### src/rtl/spi_sem_pkg.sv
package spi_sem_pkg;
  typedef enum logic [1:0] {
    SEM_FREE = 2'd0,
    SEM_CPU  = 2'd1,
    SEM_SPI  = 2'd2
  } sem_e;
endpackage

### src/rtl/spi_sem_sync.sv
module spi_sem_sync #(
  parameter int          N    = 3,
  parameter logic [N-1:0] INIT = '0
) (
  input  logic         clk_i,
  input  logic         rst_ni,
  input  logic [N-1:0] d_i,
  output logic [N-1:0] q_o
);
  for (genvar g = 0; g < N; g++) begin : g_bit
    logic [1:0] st;
    always_ff @(posedge clk_i or negedge rst_ni) begin
      if (!rst_ni) st <= {2{INIT[g]}};
      else         st <= {st[0], d_i[g]};
    end
    assign q_o[g] = st[1];
  end
endmodule

### src/rtl/spi_sem_arbiter.sv
module spi_sem_arbiter
  import spi_sem_pkg::*;
(
  input  logic clk_i,
  input  logic rst_ni,
  input  logic cs_low_i,
  input  logic cs_fall_i,
  input  logic cs_rise_i,
  input  logic acq_req_i,
  input  logic rel_req_i,
  output sem_e state_o,
  output logic acquired_o,
  output logic end_o
);
  sem_e state_q, s;
  logic pend_q, p, acq, fin;

  // order: release, transfer end, acquire, transfer start
  always_comb begin
    s   = state_q;
    p   = pend_q;
    acq = 1'b0;
    fin = 1'b0;
    if (rel_req_i && s == SEM_CPU) s = SEM_FREE;
    if (cs_rise_i) begin
      fin = (s == SEM_SPI);
      if (s == SEM_SPI) s = SEM_FREE;
      if (p) begin
        s   = SEM_CPU;
        acq = 1'b1;
        p   = 1'b0;
      end
    end
    if (acq_req_i && s != SEM_CPU) begin
      if (cs_low_i) p = 1'b1;
      else begin
        s   = SEM_CPU;
        acq = 1'b1;
      end
    end
    if (cs_fall_i && s != SEM_CPU) s = SEM_SPI;
  end

  always_ff @(posedge clk_i or negedge rst_ni) begin
    if (!rst_ni) begin
      state_q    <= SEM_FREE;
      pend_q     <= 1'b0;
      acquired_o <= 1'b0;
      end_o      <= 1'b0;
    end else begin
      state_q    <= s;
      pend_q     <= p;
      acquired_o <= acq;
      end_o      <= fin;
    end
  end

  assign state_o = state_q;
endmodule

### src/rtl/spi_sem_shifter.sv
module spi_sem_shifter #(
  parameter int W = 8
) (
  input  logic         clk_i,
  input  logic         rst_ni,
  input  logic         start_i,
  input  logic         sck_rise_i,
  input  logic         sck_fall_i,
  input  logic         mosi_i,
  input  logic [W-1:0] load_byte_i,
  output logic         byte_done_o,
  output logic [W-1:0] rx_byte_o,
  output logic         miso_o
);
  localparam int BW = $clog2(W);

  logic [BW-1:0] bit_cnt;
  logic [W-1:0]  rx_sh, tx_sh;
  logic          last_bit;

  assign last_bit    = (bit_cnt == BW'(W - 1));
  assign byte_done_o = sck_rise_i && last_bit;
  assign rx_byte_o   = {rx_sh[W-2:0], mosi_i};
  assign miso_o      = tx_sh[W-1];

  always_ff @(posedge clk_i or negedge rst_ni) begin
    if (!rst_ni) begin
      bit_cnt <= '0;
      rx_sh   <= '0;
      tx_sh   <= '0;
    end else if (start_i) begin
      bit_cnt <= '0;
      tx_sh   <= load_byte_i;
    end else begin
      if (sck_rise_i) begin
        rx_sh   <= rx_byte_o;
        bit_cnt <= last_bit ? '0 : bit_cnt + 1'b1;
      end
      if (sck_fall_i) begin
        // byte boundary: fetch next byte, else shift MSB first
        if (bit_cnt == '0) tx_sh <= load_byte_i;
        else               tx_sh <= {tx_sh[W-2:0], 1'b0};
      end
    end
  end
endmodule

### src/rtl/spi_sem_slave.sv
module spi_sem_slave
  import spi_sem_pkg::*;
#(
  parameter int DEPTH = 16,
  parameter int CNT_W = 8,
  localparam int AW   = $clog2(DEPTH)
) (
  input  logic             clk_i,
  input  logic             rst_ni,
  input  logic             sck_i,
  input  logic             mosi_i,
  input  logic             csn_i,
  output logic             miso_o,
  input  logic             acq_req_i,
  input  logic             rel_req_i,
  output logic             acquired_o,
  output logic             end_o,
  output logic [1:0]       sem_state_o,
  input  logic [AW-1:0]    rx_ptr_i,
  input  logic [AW-1:0]    tx_ptr_i,
  input  logic [CNT_W-1:0] rx_max_i,
  input  logic [CNT_W-1:0] tx_max_i,
  input  logic [7:0]       def_byte_i,
  input  logic [7:0]       orc_byte_i,
  output logic [CNT_W-1:0] rx_amount_o,
  output logic [CNT_W-1:0] tx_amount_o,
  input  logic             cpu_we_i,
  input  logic [AW-1:0]    cpu_addr_i,
  input  logic [7:0]       cpu_wdata_i,
  output logic [7:0]       cpu_rdata_o
);
  logic [2:0] sync_q;
  logic       sck_s, mosi_s, cs_s, sck_d, cs_d;
  logic       sck_rise, sck_fall, cs_rise, cs_fall, start_q;
  sem_e       state;
  logic       owned, byte_done, rx_we;
  logic [7:0] rx_byte, tx_byte;
  logic [CNT_W-1:0] byte_cnt;
  logic [AW-1:0]    rx_addr, tx_addr;
  logic [7:0]       mem [DEPTH];

  spi_sem_sync #(.N(3), .INIT(3'b100)) u_sync (
    .clk_i, .rst_ni,
    .d_i ({csn_i, mosi_i, sck_i}),
    .q_o (sync_q)
  );
  assign {cs_s, mosi_s, sck_s} = sync_q;

  always_ff @(posedge clk_i or negedge rst_ni) begin
    if (!rst_ni) begin
      sck_d   <= 1'b0;
      cs_d    <= 1'b1;
      start_q <= 1'b0;
    end else begin
      sck_d   <= sck_s;
      cs_d    <= cs_s;
      start_q <= cs_fall;
    end
  end
  assign sck_rise = sck_s & ~sck_d & ~cs_s;
  assign sck_fall = ~sck_s & sck_d & ~cs_s;
  assign cs_fall  = ~cs_s & cs_d;
  assign cs_rise  = cs_s & ~cs_d;

  spi_sem_arbiter u_arb (
    .clk_i, .rst_ni,
    .cs_low_i   (~cs_s),
    .cs_fall_i  (cs_fall),
    .cs_rise_i  (cs_rise),
    .acq_req_i,
    .rel_req_i,
    .state_o    (state),
    .acquired_o,
    .end_o
  );
  assign sem_state_o = state;
  assign owned       = (state == SEM_SPI);

  spi_sem_shifter #(.W(8)) u_shift (
    .clk_i, .rst_ni,
    .start_i     (start_q),
    .sck_rise_i  (sck_rise),
    .sck_fall_i  (sck_fall),
    .mosi_i      (mosi_s),
    .load_byte_i (tx_byte),
    .byte_done_o (byte_done),
    .rx_byte_o   (rx_byte),
    .miso_o
  );

  assign rx_addr = rx_ptr_i + AW'(byte_cnt);
  assign tx_addr = tx_ptr_i + AW'(byte_cnt);
  assign rx_we   = byte_done && owned && (byte_cnt < rx_max_i);

  always_comb begin
    if (!owned)                  tx_byte = def_byte_i;
    else if (byte_cnt < tx_max_i) tx_byte = mem[tx_addr];
    else                         tx_byte = orc_byte_i;
  end

  always_ff @(posedge clk_i or negedge rst_ni) begin
    if (!rst_ni) begin
      byte_cnt    <= '0;
      rx_amount_o <= '0;
      tx_amount_o <= '0;
    end else begin
      if (cs_fall) byte_cnt <= '0;
      else if (byte_done && byte_cnt != '1) byte_cnt <= byte_cnt + 1'b1;
      if (cs_rise && owned) begin
        rx_amount_o <= (byte_cnt < rx_max_i) ? byte_cnt : rx_max_i;
        tx_amount_o <= (byte_cnt < tx_max_i) ? byte_cnt : tx_max_i;
      end
    end
  end

  // CPU access is never gated; CPU write wins an address collision
  always_ff @(posedge clk_i) begin
    if (rx_we)    mem[rx_addr]    <= rx_byte;
    if (cpu_we_i) mem[cpu_addr_i] <= cpu_wdata_i;
  end
  assign cpu_rdata_o = mem[cpu_addr_i];
endmodule

### config.mk
export PLATFORM = sky130hd
export DESIGN_NAME = spi_sem_slave
export DESIGN_NICKNAME = d
export VERILOG_FILES = /design/src/rtl/spi_sem_pkg.sv /design/src/rtl/spi_sem_sync.sv /design/src/rtl/spi_sem_arbiter.sv /design/src/rtl/spi_sem_shifter.sv /design/src/rtl/spi_sem_slave.sv
export SDC_FILE = /design/constraint.sdc
export NUM_CORES = 1
export LEC_CHECK = 0
export BUFFER_PORTS_ARGS = -buffer_cell sky130_fd_sc_hd__buf_2
export CAP_MARGIN = 0
export CORE_MARGIN = 3
export CORE_UTILIZATION = 61
export DETAILED_ROUTE_END_ITERATION = 10
export PLACE_DENSITY = 0.81
export SETUP_SLACK_MARGIN = 0.02
export SYNTH_ARGS = -nofsm -noshare
export SYNTH_HDL_FRONTEND = slang
export SYNTH_SLANG_ARGS = --single-unit
export TNS_END_PERCENT = 100
### constraint.sdc
create_clock -name clk_i -period 3.86 [get_ports clk_i]
set_clock_uncertainty 0.05 [all_clocks]
set_input_delay 0.965 -clock clk_i [delete_from_list [all_inputs] [get_ports clk_i]]
set_output_delay 0.965 -clock clk_i [all_outputs]
set_load 0.02 [all_outputs]
; ---- Word level (Yosys, flattened, before mapping)
; Memory sizes are Yosys's and may differ from the RTL's.
; Cells that the tools add are included.
[word_totals]
mem_count = 1
wordCells = 85
inputBits = 60
output_inout_bits = 29
ram_bits = 128
ff_bits = 56
rom_bits = 0
latch_bits = 0
[memory_table]
columns = name, words, width, read_ports, rd_clocked_by_memory_dff, wr, line_no
row1 = mem, 16, 8, 2, 0, 2, spi_sem_slave.sv:40  ; logic [7:0] mem [DEPTH];
[classes]
magnitude_cmp = 2
add_sub_neg = 4
muxes = 31
n_reduce_logical = 13
n_shift = 0
div_mod_pow = 0
n_mul = 0
eq_ne = 7
n_bitwise = 11
[op_table]
columns = operator, count
row1 = two-way mux 8 bit, 9
row2 = < comparator 8 bit, 2
row3 = two-way mux 2 bit, 7
row4 = two-way mux 1 bit, 12
row5 = two-way mux 3 bit, 3
row6 = adder 4 bit, 2
row7 = "adder 8 x 1 -> 8 bit, second input constant", 1
row8 = logical AND 1 bit, 8
row9 = "inequality test 8 bit, second input constant", 1
row10 = AND 1 bit, 6
row11 = nonzero test 2 bit, 3
row12 = inverter 1 bit, 5
row13 = "== test 2 bit, second input constant", 2
row14 = "inequality test 2 x 1 -> 1 bit, second input constant", 2
row15 = "adder 3 x 1 -> 3 bit, second input constant", 1
row16 = "== test 3 bit, second input constant", 1
row17 = logical NOT 3 bit, 1
row18 = "== test 2 x 1 -> 1 bit, second input constant", 1
row19 = AND reduction 2 bit, 1

; ---- Logic depth before layout (Yosys ltp)
[depth]
ltp_word = 13
mapped_depth = 8
ltp_nobuf = 7

; ---- Cells and area by module
; A second synthesis with hierarchy kept.
[unflattened]
cells_unflattened = 780
hier_area_um2 = 11110.7
[by_module_without_submodules]
columns = module, instances, area_each_um2, cells_each
row1 = spi_sem_slave, 1, 9769.4, 671
row2 = spi_sem_shifter, 1, 940.9, 79
row3 = spi_sem_arbiter, 1, 225.2, 21
row4 = spi_sem_sync, 1, 175.2, 9

; ---- Least setup slack after synthesis
; No wires, ideal clock.
[synth_timing]
path_kind = input to output
start = input port cpu_addr_i[1]
end = output port cpu_rdata_o[1]
arrival_time_ps = 2355
stages = 4
t_required_ps = 2845
path_buffers = 2
setup_slack_ps = 490
cell_sequence = buf_2 clkbuf_1 mux4_2 mux4_2
[synth_via]
elab_chain_cells = 1
[synth_rtl]
columns = element, line_no
row1 = "start, declared", spi_sem_slave.sv:28  ; input logic [AW-1:0] cpu_addr_i,
row2 = memory read (16 x 8 bit), -
row3 = "end, declared", spi_sem_slave.sv:30  ; output logic [7:0] cpu_rdata_o
; No other way between the ends.

; ---- Final worst setup path
[layout_timing]
start = input port cpu_addr_i[0]
end = output port cpu_rdata_o[4]
; The elaborated chain is that of the path after synthesis.

==> impl_metrics.json <==
{
  "slew_viol_final": 0,
  "syn_inst": 793,
  "status": "completed",
  "ir_worst_vdd_mv": 0.310,
  "final-hold-violation-count": 0,
  "clock-root-buffer": "clkbuf_16",
  "fmax_mhz": 269,
  "setup_viol": 0,
  "wl_um": 28900,
  "clkTransAtPathRegs_ps": 70,
  "cts_buffer_depth": 2,
  "stdcell_area_um2": 12300,
  "fp.dieW_um": 141,
  "cp-startpoint": "cpu_addr_i[0]",
  "synthesis.area_um2": 11100,
  "fin_util_pct": 70.1,
  "drcViolationCount": 0,
  "rr_worst_depth": 7,
  "netlist-cell-type-count": 60,
  "drtAntennaViolNets": 0,
  "worst-slew-pin-transition_ps": 1030,
  "grt_first_pass_wirelength_um": 44700,
  "port_buffers": 88,
  "viasPerCell": 6.85,
  "crit_fanout": 11,
  "num_rows": 48,
  "worst-r2r-setup-slack_ps": 1000,
  "postCtsHoldBufs": 0,
  "crit_slowest_cell": "mux4_2",
  "final_nets": 958,
  "finalCritPeriodShare_pct": 96.2,
  "cts_buffers": 17,
  "drv_cap": 0,
  "dieHeight_um": 141,
  "placed_cell_area_um2": 11800,
  "hpwl_um": 20900,
  "finalSetupTns_ps": 0,
  "power_mw": 5.15,
  "grt_pass1_vias": 7840,
  "yosys_warnings": 0,
  "htree_levels": 4,
  "multi_input_comb_area_um2": 5450,
  "crit_type": "in2out",
  "worstHoldPathType": "reg2reg",
  "synthArstFlopShare_pct": 30.4,
  "timing.rr.start": "byte_cnt[1]$_DFFE_PN0P_",
  "syn_to_final_growth_pct": 10.7,
  "max_stage_delay_ps": 540,
  "wl_per_cell_um": 26.1,
  "synth_edf_count": 128,
  "p_leak_nw": 4.89,
  "seq_area_frac_synth_pct": 47.3,
  "place_congestion": 0.986,
  "clkLatencyLatePin_ps": 430,
  "boundaryPins": 89,
  "endpoint_kind": "output port",
  "cts_resized": 0,
  "start_util_pct": 63.3,
  "period_needed_ps": 3710,
  "path_cells": "buf_2 -> buf_4 -> mux4_2 -> mux4_2 -> buf_2",
  "drtPass1Iterations": 7,
  "dp_slack_ps": 139,
  "rr_endpoint": "u_shift.tx_sh[6]$_DFFE_PN0P_",
  "crit_path_end": "cpu_rdata_o[4]",
  "cts_tree": "built",
  "die_area_um2": 19900,
  "grt_setup_unrepaired": "no",
  "ys_seq_elements": 184,
  "powerDensity_nw_per_um2": 419,
  "layoutNonFillerInstCount": 1110,
  "drt-initial-drc-count": 644,
  "avgSynthCellArea_um2": 14.0,
  "grtUsageTotal_pct": 30.0,
  "hold_ws_ps": 301,
  "diodes": 0,
  "syn-num-nets": 879,
  "fin_ws_ps": 147,
  "seq_area_um2": 5250,
  "maxSlewHeadroom_pct": 31.2,
  "synthFlopType": "edfxtp_1",
  "dr_total_vias": 7605,
  "numPlacedInstances": 1078,
  "grt_max_degree": 39,
  "clkSinkCount": 184,
  "critPathLaunchType": "input port",
  "layout-drive-gt1-share_pct": 39.9,
  "worstPathRequired_ps": 2840,
  "overflow": 0,
  "arrival_ps": 2700,
  "fillers": 1190,
  "core_um2": 17500,
  "antenna_found_initial": 1,
  "post_cts_buffers": 0
}
==> worst min path at each step <==
stage / start / endpoint / slack [ps] / cells after the start
after floorplan: u_sync.g_bit[0].st[0]$_DFF_PN0_ / u_sync.g_bit[0].st[1]$_DFF_PN0_ / 280 / 0
after global placement: u_sync.g_bit[1].st[0]$_DFF_PN0_ / u_sync.g_bit[1].st[1]$_DFF_PN0_ / 290 / 0
after detailed placement: u_sync.g_bit[1].st[0]$_DFF_PN0_ / u_sync.g_bit[1].st[1]$_DFF_PN0_ / 290 / 0
after CTS: u_sync.g_bit[1].st[0]$_DFF_PN0_ / u_sync.g_bit[1].st[1]$_DFF_PN0_ / 300 / 0
after global routing: u_sync.g_bit[1].st[0]$_DFF_PN0_ / u_sync.g_bit[1].st[1]$_DFF_PN0_ / 310 / 0
final: u_sync.g_bit[1].st[0]$_DFF_PN0_ / u_sync.g_bit[1].st[1]$_DFF_PN0_ / 300 / 0
==> metal layers <==
layer  up-vias  share of wire (%)  track usage (%)
li1       3266                  -                -
met1      3753                 36             38.4
met2       474                 49             49.4
met3       110                 10             6.68
met4         2                4.7             13.8
met5         -              0.041                0
==> power breakdown <==
group	internal [mW]	total (mW)	switching, mW
sequential	2.35	2.56	0.214
clock	0.847	1.59	0.743
combinational	0.559	0.998	0.440
total	3.76	5.15	1.40
==> registers in the layout, indices dropped and copies added (netlist names) <==
name and cells:
rx_amount_o 8, u_sync.g_bit.st 6, u_arb.pend_q 1, start_q 1
u_shift.bit_cnt 3, tx_amount_o 8, sck_d 1, cs_d 1
mem 128, byte_cnt 8, u_shift.rx_sh 7, u_arb.end_o 1
u_arb.state_o 2, u_arb.acquired_o 1, u_shift.tx_sh 8
==> worst max-delay path, delay by kind of cell <==
| family | cells | cell delay, ps |
|---|---|---|
| muxes | 2 | 1060 |
| buffers and inverters | 3 | 660 |
==> cell families after synthesis <==
kind of cell,share of synthesized area [%]
AO/OA/AOI/OAI,6.40
XOR/XNOR,1.24
adder cells (fa/ha/maj),3.07
buffers and inverters,3.70
flip-flops,47.3
multiplexers,31.4
AND/OR/NAND/NOR,6.94
==> cells in the final DEF (no fill, tap or decap), types with 17 or more instances in the layout <==
cell / instances
nor2_1: 20
mux2_2: 112
buf_4: 28
ha_1: 23
clkbuf_16: 17
dfrtp_1: 53
a21oi_1: 19
buf_2: 88
inv_1: 20
mux2i_1: 23
nand2_1: 48
mux4_2: 66
nand3_1: 18
mux2_1: 31
edfxtp_1: 128
==> Yosys cell counts (all sizes together) (9+ instances only) <==
library cell,number,area [um^2]
nor2,29,131
o211ai,9,72.6
inv,21,78.8
nor3,16,80.1
dfrtp,53,1330
ha,24,300
o21ai,16,91.3
mux2,143,1610
mux2i,23,230
nor2b,16,103
clkbuf,26,98.8
buf,33,233
nand3,18,90.1
a21oi,21,113
nand2,48,180
edfxtp,128,3840
mux4,72,1640
xor2,9,93.8
==> cell type report <==
cell class              instances  share of cell area (%)
well taps                     225                    2.29
clock buffers                  21                    3.69
inverters                      21                   0.641
flip-flops and latches        184                    42.7
multi-input cells             529                    44.3
clock inverters                11                   0.590
repair buffers                119                    5.78
Note: power is estimated with default switching activity, not from simulation.
